--- src/rtl/erl_pkg.sv ---
package erl_pkg;
  // Per-register state flags.
  typedef struct packed {
    logic ow;    // logical register has a newer mapping
    logic fre;   // handed back to the free list
    logic spec;  // overwriting instruction not yet committed
  } preg_flags_t;
endpackage

--- src/rtl/erl_lowest.sv ---
module erl_lowest #(
  parameter int N  = 16,
  parameter int IW = 4
) (
  input  logic [N-1:0]  req,
  output logic          found,
  output logic [IW-1:0] idx
);
  always_comb begin
    found = 1'b0;
    idx   = '0;
    for (int i = N - 1; i >= 0; i--) begin
      if (req[i]) begin
        found = 1'b1;
        idx   = IW'(i);
      end
    end
  end
endmodule

--- src/rtl/erl_recover.sv ---
module erl_recover #(
  parameter int N   = 16,
  parameter int IW  = 4,
  parameter int LAT = 5
) (
  input  logic          clk,
  input  logic          rst_n,
  input  logic          start,
  input  logic [N-1:0]  start_vec,
  output logic          busy,
  output logic          cb_valid,
  output logic [IW-1:0] cb_idx,
  output logic          done
);
  localparam int LAT_W = $clog2(LAT + 1);

  logic [N-1:0]     pend_q, pend_d;
  logic [LAT_W-1:0] lat_q, lat_d;
  logic             busy_q, busy_d;
  logic             found;
  logic [IW-1:0]    idx;

  erl_lowest #(.N(N), .IW(IW)) u_pick (.req(pend_q), .found(found), .idx(idx));

  assign busy     = busy_q;
  assign cb_valid = busy_q & found;
  assign cb_idx   = idx;
  assign done     = busy_q & ~found & (lat_q == '0);

  always_comb begin
    pend_d = pend_q;
    lat_d  = lat_q;
    busy_d = busy_q;
    if (start) begin
      pend_d = start_vec;
      lat_d  = LAT_W'(LAT - 1);
      busy_d = 1'b1;
    end else if (busy_q) begin
      if (found) pend_d[idx] = 1'b0;
      if (lat_q != '0) lat_d = lat_q - 1'b1;
      if (done) busy_d = 1'b0;
    end
  end

  always_ff @(posedge clk or negedge rst_n) begin
    if (!rst_n) begin
      pend_q <= '0;
      lat_q  <= '0;
      busy_q <= 1'b0;
    end else if (start || busy_q) begin
      pend_q <= pend_d;
      lat_q  <= lat_d;
      busy_q <= busy_d;
    end
  end
endmodule

--- src/rtl/eager_release_tracker.sv ---
module eager_release_tracker #(
  parameter int NPREG = 16,
  parameter int PW    = 4,
  parameter int CNT_W = 2,
  parameter int NCKPT = 4,
  parameter int CW    = 2,
  parameter int LOC_W = 8,
  parameter int LAT   = 5
) (
  input  logic             clk,
  input  logic             rst_n,
  input  logic             ren_valid,
  input  logic [PW-1:0]    ren_new_preg,
  input  logic [PW-1:0]    ren_old_preg,
  input  logic             ren_spec,
  input  logic [CW-1:0]    ren_ckpt,
  input  logic [LOC_W-1:0] ren_loc,
  input  logic             rd_valid,
  input  logic [PW-1:0]    rd_preg,
  output logic             ren_stall,
  input  logic             iss_valid,
  input  logic [PW-1:0]    iss_preg,
  input  logic             cmt_valid,
  input  logic [PW-1:0]    cmt_preg,
  input  logic             mp_valid,
  input  logic [NCKPT-1:0] mp_mask,
  output logic             rel_valid,
  output logic [PW-1:0]    rel_preg,
  output logic             cb_valid,
  output logic [PW-1:0]    cb_preg,
  output logic [LOC_W-1:0] cb_loc,
  output logic             rec_done
);
  import erl_pkg::*;

  localparam logic [CNT_W-1:0] CNT_MAX = {CNT_W{1'b1}};

  logic [CNT_W-1:0] cnt_all [NPREG];
  logic [LOC_W-1:0] loc_all [NPREG];
  logic [NPREG-1:0] elig, cand;
  logic             rec_busy, ren_go, rd_go, mp_go;

  assign ren_stall = rd_valid & (cnt_all[rd_preg] == CNT_MAX);
  assign ren_go    = ren_valid & ~rec_busy & ~ren_stall;
  assign rd_go     = rd_valid & ~rec_busy & ~ren_stall;
  assign mp_go     = mp_valid & ~rec_busy;

  for (genvar g = 0; g < NPREG; g++) begin : g_preg
    preg_flags_t      flg_q, flg_d;
    logic [CNT_W-1:0] cnt_q, cnt_d;
    logic [CW-1:0]    tag_q;
    logic [LOC_W-1:0] loc_q;
    logic             inc, dec, hit_new, hit_old, hit_rel, hit_cb;

    assign inc     = rd_go && (rd_preg == PW'(g));
    assign dec     = iss_valid && (iss_preg == PW'(g)) && (cnt_q != '0);
    assign hit_new = ren_go && (ren_new_preg == PW'(g));
    assign hit_old = ren_go && (ren_old_preg == PW'(g));
    assign hit_rel = rel_valid && (rel_preg == PW'(g));
    assign hit_cb  = cb_valid && (cb_preg == PW'(g));

    always_comb begin
      flg_d = flg_q;
      cnt_d = cnt_q;
      if (inc && !dec) cnt_d = cnt_q + 1'b1;
      else if (dec && !inc) cnt_d = cnt_q - 1'b1;
      if (hit_rel) flg_d.fre = 1'b1;
      if (cmt_valid && (cmt_preg == PW'(g))) flg_d.spec = 1'b0;
      if (hit_old) begin
        flg_d.ow   = 1'b1;
        flg_d.spec = ren_spec;
      end
      if (hit_cb) flg_d = '0;
      if (hit_new) begin
        flg_d = '0;
        cnt_d = '0;
      end
    end

    always_ff @(posedge clk or negedge rst_n) begin
      if (!rst_n) begin
        flg_q <= '0;
        cnt_q <= '0;
      end else begin
        flg_q <= flg_d;
        cnt_q <= cnt_d;
      end
    end

    // Datapath fields: written on enable only, no reset.
    always_ff @(posedge clk) begin
      if (hit_old) tag_q <= ren_ckpt;
      if (hit_new) loc_q <= ren_loc;
    end

    assign cnt_all[g] = cnt_q;
    assign loc_all[g] = loc_q;
    assign elig[g]    = flg_q.ow & ~flg_q.fre & (cnt_q == '0);
    assign cand[g]    = flg_q.fre & flg_q.spec & mp_mask[tag_q];
  end

  erl_lowest #(.N(NPREG), .IW(PW)) u_rel_pick (
    .req(elig), .found(rel_valid), .idx(rel_preg)
  );

  erl_recover #(.N(NPREG), .IW(PW), .LAT(LAT)) u_recover (
    .clk(clk), .rst_n(rst_n), .start(mp_go), .start_vec(cand),
    .busy(rec_busy), .cb_valid(cb_valid), .cb_idx(cb_preg), .done(rec_done)
  );

  assign cb_loc = loc_all[cb_preg];
endmodule

--- config.mk ---
export PLATFORM = sky130hd
export DESIGN_NAME = eager_release_tracker
export DESIGN_NICKNAME = d
export VERILOG_FILES = /design/src/rtl/erl_pkg.sv /design/src/rtl/erl_lowest.sv /design/src/rtl/erl_recover.sv /design/src/rtl/eager_release_tracker.sv
export SDC_FILE = /design/constraint.sdc
export NUM_CORES = 1
export LEC_CHECK = 0
export ABC_AREA = 1
export BUFFER_PORTS_ARGS = -buffer_cell sky130_fd_sc_hd__buf_2
export CORE_MARGIN = 1.5
export CORE_UTILIZATION = 40
export CTS_BUF_LIST = sky130_fd_sc_hd__clkbuf_16
export DETAILED_ROUTE_END_ITERATION = 10
export PLACE_DENSITY = 0.66
export SETUP_SLACK_MARGIN = 0.3
export SYNTH_ARGS = -nofsm -noshare
export SYNTH_HDL_FRONTEND = slang
export SYNTH_HIERARCHICAL = 1
export SYNTH_SLANG_ARGS = --single-unit
--- constraint.sdc ---
create_clock -name clk -period 2.67 [get_ports clk]
set_input_delay 0.267 -clock clk [delete_from_list [all_inputs] [get_ports clk]]
set_output_delay 0.267 -clock clk [all_outputs]
set_load 0.1 [all_outputs]
Yosys cells after proc, flatten, opt, wreduce, memory -nomap -nowiden. Cells that the tools add are included.

Bitwise gates (word level): 96. $lt $le $gt $ge: 20. Add/subtract/negate cells: 33. Reduce and logical (&&, ||, !) cells: 304. Muxes and demuxes: 257. Eq/ne operators: 106.

Operators with widths (count): $eq A4 B4 Y1 const B (56); $logic_and A1 B1 Y1 (161); $reduce_bool A3 Y1 (49); $mux W4 (32); $mux W1 (116); $eq A4 B3 Y1 const B (28); $mux W3 (35); $mux W2 (50); $and A1 B1 Y1 (73); $reduce_bool A4 Y1 (16); $eq A4 B2 Y1 const B (14); $lt A2 B3 Y1 const B (16); $mux W16 (3); $reduce_bool A2 Y1 (19); $add A2 B1 Y2 const B (16); $bmux W1 S2 (16); $bmux W8 S4 (1); $logic_not A1 Y1 (32); $logic_not A2 Y1 (16); $sub A2 B1 Y2 const B (16); $eq A4 B1 Y1 const B (7); $logic_not A4 Y1 (7); $not A1 Y1 (19); $and A16 B16 Y16 (1); other kinds (13) (17).

Output and inout port bits: 20. Flip-flop bits (word level): 260. Input bits: 42. Logic and storage cells: 915.

Logic depth before layout (Yosys ltp).
Depth in word-level cells: 25. Mapped depth: 23. Mapped depth without buffers: 22.

By module. Netlist, hierarchy kept.

By module, submodules not included: eager_release_tracker (times used 1, cells an instance 1396, sequential area each 6806.5 µm², area an instance 12175.4 µm²); erl_recover (times used 1, cells an instance 162, sequential area each 500.5 µm², area an instance 1114.8 µm²); erl_lowest (times used 2, cells an instance 49, sequential area each 0.0 µm², area an instance 209.0 µm²).

Least setup slack after synthesis. OpenSTA, ideal clock, no wires.

Path kind: reg2out. Start: register u_recover.pend_q[15]. End: output port cb_loc[0]. Data required time: 2.403 ns. Path buffers: 3. Data arrival time: 4.988 ns. Path slack: -2.585 ns. Stages on the path, launching flop included: 15. Path through: dfrtp_1 or2_1 nand3_1 nand3_1 nand3_1 nand3_1 a21oi_1 nor3_1 clkbuf_1 clkbuf_1 clkbuf_1 nand3_1 nand3_1 nand2_1 nand4_1.

Word-level cells in the longest chain between the ends: 20.

Ends and longest elaborated chain: from (decl) (line erl_recover.sv:17) `logic [N-1:0] pend_q, pend_d;`; from (signal assigned) (line erl_recover.sv:51) `pend_q <= pend_d;`; $mux W4 (16 in a row) (line erl_lowest.sv:13) `if (req[i]) begin`; named net cb_preg[1] (line eager_release_tracker.sv:30) `output logic [PW-1:0] cb_preg,`; $not A4 Y5 (not written as such) (line eager_release_tracker.sv:111) `assign cb_loc = loc_all[cb_preg];`; $bmux W8 S4 (line eager_release_tracker.sv:111); $mux W8 (not written as such) (2 in a row) (line eager_release_tracker.sv:111); to (decl) (line eager_release_tracker.sv:31) `output logic [LOC_W-1:0] cb_loc,`.

The timed path passes the listed nets, and every way through them passes these cells. The select of a mux whose other input is x is not followed.

Final worst setup path.
Start: register u_recover.pend_q[14]. End: output port cb_loc[3].

Word-level cells in the longest chain between the ends: 19.

Ends and longest elaborated chain (line): $mux W4 (15 in a row) (erl_lowest.sv:13); $not A4 Y5 (not written as such) (eager_release_tracker.sv:111); $bmux W8 S4 (eager_release_tracker.sv:111); $mux W8 (not written as such) (2 in a row) (eager_release_tracker.sv:111).

Every way passes these cells. The select of a mux whose other input is x is not followed.

==> flow_summary.toml <==
[placement]
placed_cells = 2171
postPlaceCellArea_sq_um = 15200
port_buffers = 61
place_congestion = 0.891
dp_hpwl_um = 28400

[timing]
fin_skew_ns = 0.0159
slew_headroom_pct = 56.9
drv_slew = 0
layout_setup_ws_ns = -0.675
rsz0062_at_grt = "true"
worst_pin_slew_ns = 0.644
post-route-period-util_pct = 125
timing.fmax_ghz = 0.299
setup_violations = 11
final_hold_viol_count = 0
period_needed_ns = 3.35

[cells_and_area]
area_growth_pct = 30.8
final_area_sq_um = 17900
instances_no_fill = 2324
nets = 1898
diodes = 0
final_util_pct = 53.3
final_layout_size_suffix_gt1_share_pct = 26.5
final.fill_count = 2979

[synthesis]
syn_nets = 1700
syn_area_per_cell_sq_um = 8.28
ys.flop_type = "edfxtp_1"
synth_warnings = 6
yosysTopAreaCell = "edfxtp_1"
async_reset_ff_share_pct = 38.5
synth_common_cells = "nand2_1, inv_1, nand3_1"
syn_area_sq_um = 13700
synth_seq_cells = 260
ys_seq_area_share_pct = 53.3
synthDistinctLibCells = 43
synthTopCellsByArea = "edfxtp_1, dfrtp_1, nand2_1, nand3_1, inv_1"
syn_inst = 1656
synth_edf_count = 160
synth_top_area_share_pct = 35.0
yosys.cell_count.top_type = "nand2_1"

[global_routing]
grtUsageTotal_pct = 22.9
antenna_found_initial = 0
grt_pass1_vias = 11900
gr-total-overflow = 0
grt_max_degree = 84
grt_pass1_wl_um = 63600

[route]
ant_nets = 0
drt_first_pass_iters = 7
via_per_inst = 5.42
vias = 12600
first_iter_violations = 1171
drc = 0
routedWlPerCell_um = 18.1
totalWireLength_um = 42100

[critical_path]
end_kind = "output pin"
cp.depth = 24
cp_data_arrival_time_ns = 3.08
path_common_cell = "nand2_1"
worst-r2r-setup-slack_ns = 0.11
r2r_end = "g_preg[0].flg_q[0]"
critPathKind = "flip-flop to output pin"
r2r_cells = 25
cpPeakStageDelay_ns = 0.39
worstPathRequired_ns = 2.40
worstSetupEndpoint = "cb_loc[3]"
r2r-start = "u_recover/pend_q[13]"
critPathBufInv = 5
cp_slowest_cell = "dfrtp_1"
startpoint_type = "flip-flop"
path_cells = "inv_1, nand2_1, nand2_1, nand2_1, nand2_1, nand2_1, nand2_1, nand2_1, nand2_1, nand2_1, nand2_1, nand2_1, nand2_1, nand2_2, a21oi_4, buf_6, buf_6, nor2_4, buf_12, a22oi_1, nand3_1, nand2_1, nand4_1, buf_12"
path_delay_family = "simple AND/OR/NAND/NOR gates"
cp-startpoint = "u_recover/pend_q[14]"
worstPathMaxFanout = 13

[worst_hold_path]
holdCritPathClass = "input port to flip-flop"
holdCritStartpoint = "cmt_valid"

[job]
maxCapViolCount = 0

[clocking]
cts_sinks = 260
cts.path.max_buffers = 3
tritoncts = "built"
cts_inserted_buffers = 29
clk_pin_slew_ns = 0.06
h-tree-depth = 1
cts-root-buf = "clkbuf_16"
clk_latency_ns = 0.56

[floorplanning]
core.rowCount = 67
start_util_pct = 40.8
io_pins = 62
die_h_um = 188
core-area_sq_um = 33600
die_x_um = 188
dieArea_sq_um = 35400

[run_status]
outcome = "finished with violations"
violations = "negative setup slack"
[cell families after synthesis]
logic type,synth area share (%)
buf+inv,8.74
fa+ha+maj,0.183
compound gates,6.84
simple gates,30.6
flops,53.3
xor+xnor,0.0639
mux,0.219
[per-layer routing]
layer / share of wire, % / routed length (um) / vias to the layer above / global-route usage [%]
met3: 6.7 / 2810 / 98 / 2.79
met2: 49 / 20800 / 543 / 39.5
met4: 3.3 / 1410 / 0 / 8.40
met1: 41 / 17100 / 6079 / 29.4
met5: 0 / 0 / - / 0
li1: - / - / 5884 / -
[area by class of cell]
| cell class | instances | area, sq um | share of cell area [%] |
|---|---|---|---|
| repair buffers | 213 | 2170 | 12.1 |
| clock inverters | 24 | 213 | 1.19 |
| flip-flops and latches | 260 | 7310 | 40.8 |
| inverters | 251 | 981 | 5.47 |
| clock buffers | 29 | 726 | 4.05 |
| well taps | 448 | 561 | 3.13 |
| multi-input cells | 1098 | 5960 | 33.2 |
| repair inverters | 1 | 7.51 | 0.0419 |
[worst reg2reg max path: cells and delay by family, from the launching register on]
kind	cells	cell delay, ns
flops	1	0.38
simple gates	16	1.07
buf+inv	7	0.86
compound gates	2	0.14
[timing repair]
item	CTS	global route
resized for setup	100	146
cloned	4	3
buffers inserted	43	49
pin swaps	28	41
hold buffers	1	0
setup endpoints to repair	72	187
endpoints found under the hold margin	18	0
[flip-flops by register name (all words and copies together), names as in the netlist]
| name | flops |
|---|---|
| g_preg.tag_q | 32 |
| g_preg.cnt_q | 32 |
| g_preg.flg_q | 48 |
| u_recover/pend_q | 16 |
| u_recover/busy | 1 |
| g_preg.loc_q | 128 |
| u_recover/lat_q | 3 |
[stage by stage]
| stage | worst slack (ns) | TNS (ns) | hold WS [ns] |
|---|---|---|---|
| 6_report | -0.675 | -5.48 | 0.0911 |
| 5_1_grt | -0.800 | -7.03 | 0.102 |
| 4_1_cts | -0.623 | -5.09 | 0.0755 |
| 3_5_place_dp | -0.352 | -2.38 | 0.157 |
| 3_3_place_gp | -0.267 | -1.74 | 0.162 |
| 2_1_floorplan | -1.03 | -9.37 | -0.0286 |
[layout by cell type, fill, tap and decap left out, types with 8 or more instances in the layout]
master      count
nor2_1        128
nand3_1       182
nor3_1         23
nand2_1       391
nand2_4        10
clkbuf_16      31
inv_1         198
a22oi_2        13
nand4_1        42
nand3_2        22
a21oi_2        11
clkinvlp_4      8
buf_12         36
a22oi_1        19
or2_2          13
buf_6          24
nor3_4         12
o21ai_0        29
edfxtp_1      160
buf_2          40
dfrtp_1        95
nor2_2         16
nor2_4         18
nand2_2        41
a31oi_1        20
clkinv_1        8
a21oi_1        48
nand3b_1       12
inv_2          49
buf_4         105
[worst min path at each step]
stage | depth (start not counted) | slack [ns] | to
after floorplan | 0 | -0.03 | g_preg[0].cnt_q[0]
after global placement | 1 | 0.16 | u_recover/lat_q[0]
after detailed placement | 1 | 0.16 | u_recover/lat_q[0]
after CTS | 4 | 0.08 | g_preg[5].flg_q[0]
after global routing | 4 | 0.10 | g_preg[7].flg_q[0]
final | 4 | 0.09 | g_preg[6].flg_q[0]
Power is not shown: default switching activity piles up to over one toggle a cycle in this logic, so the estimate is an artifact.
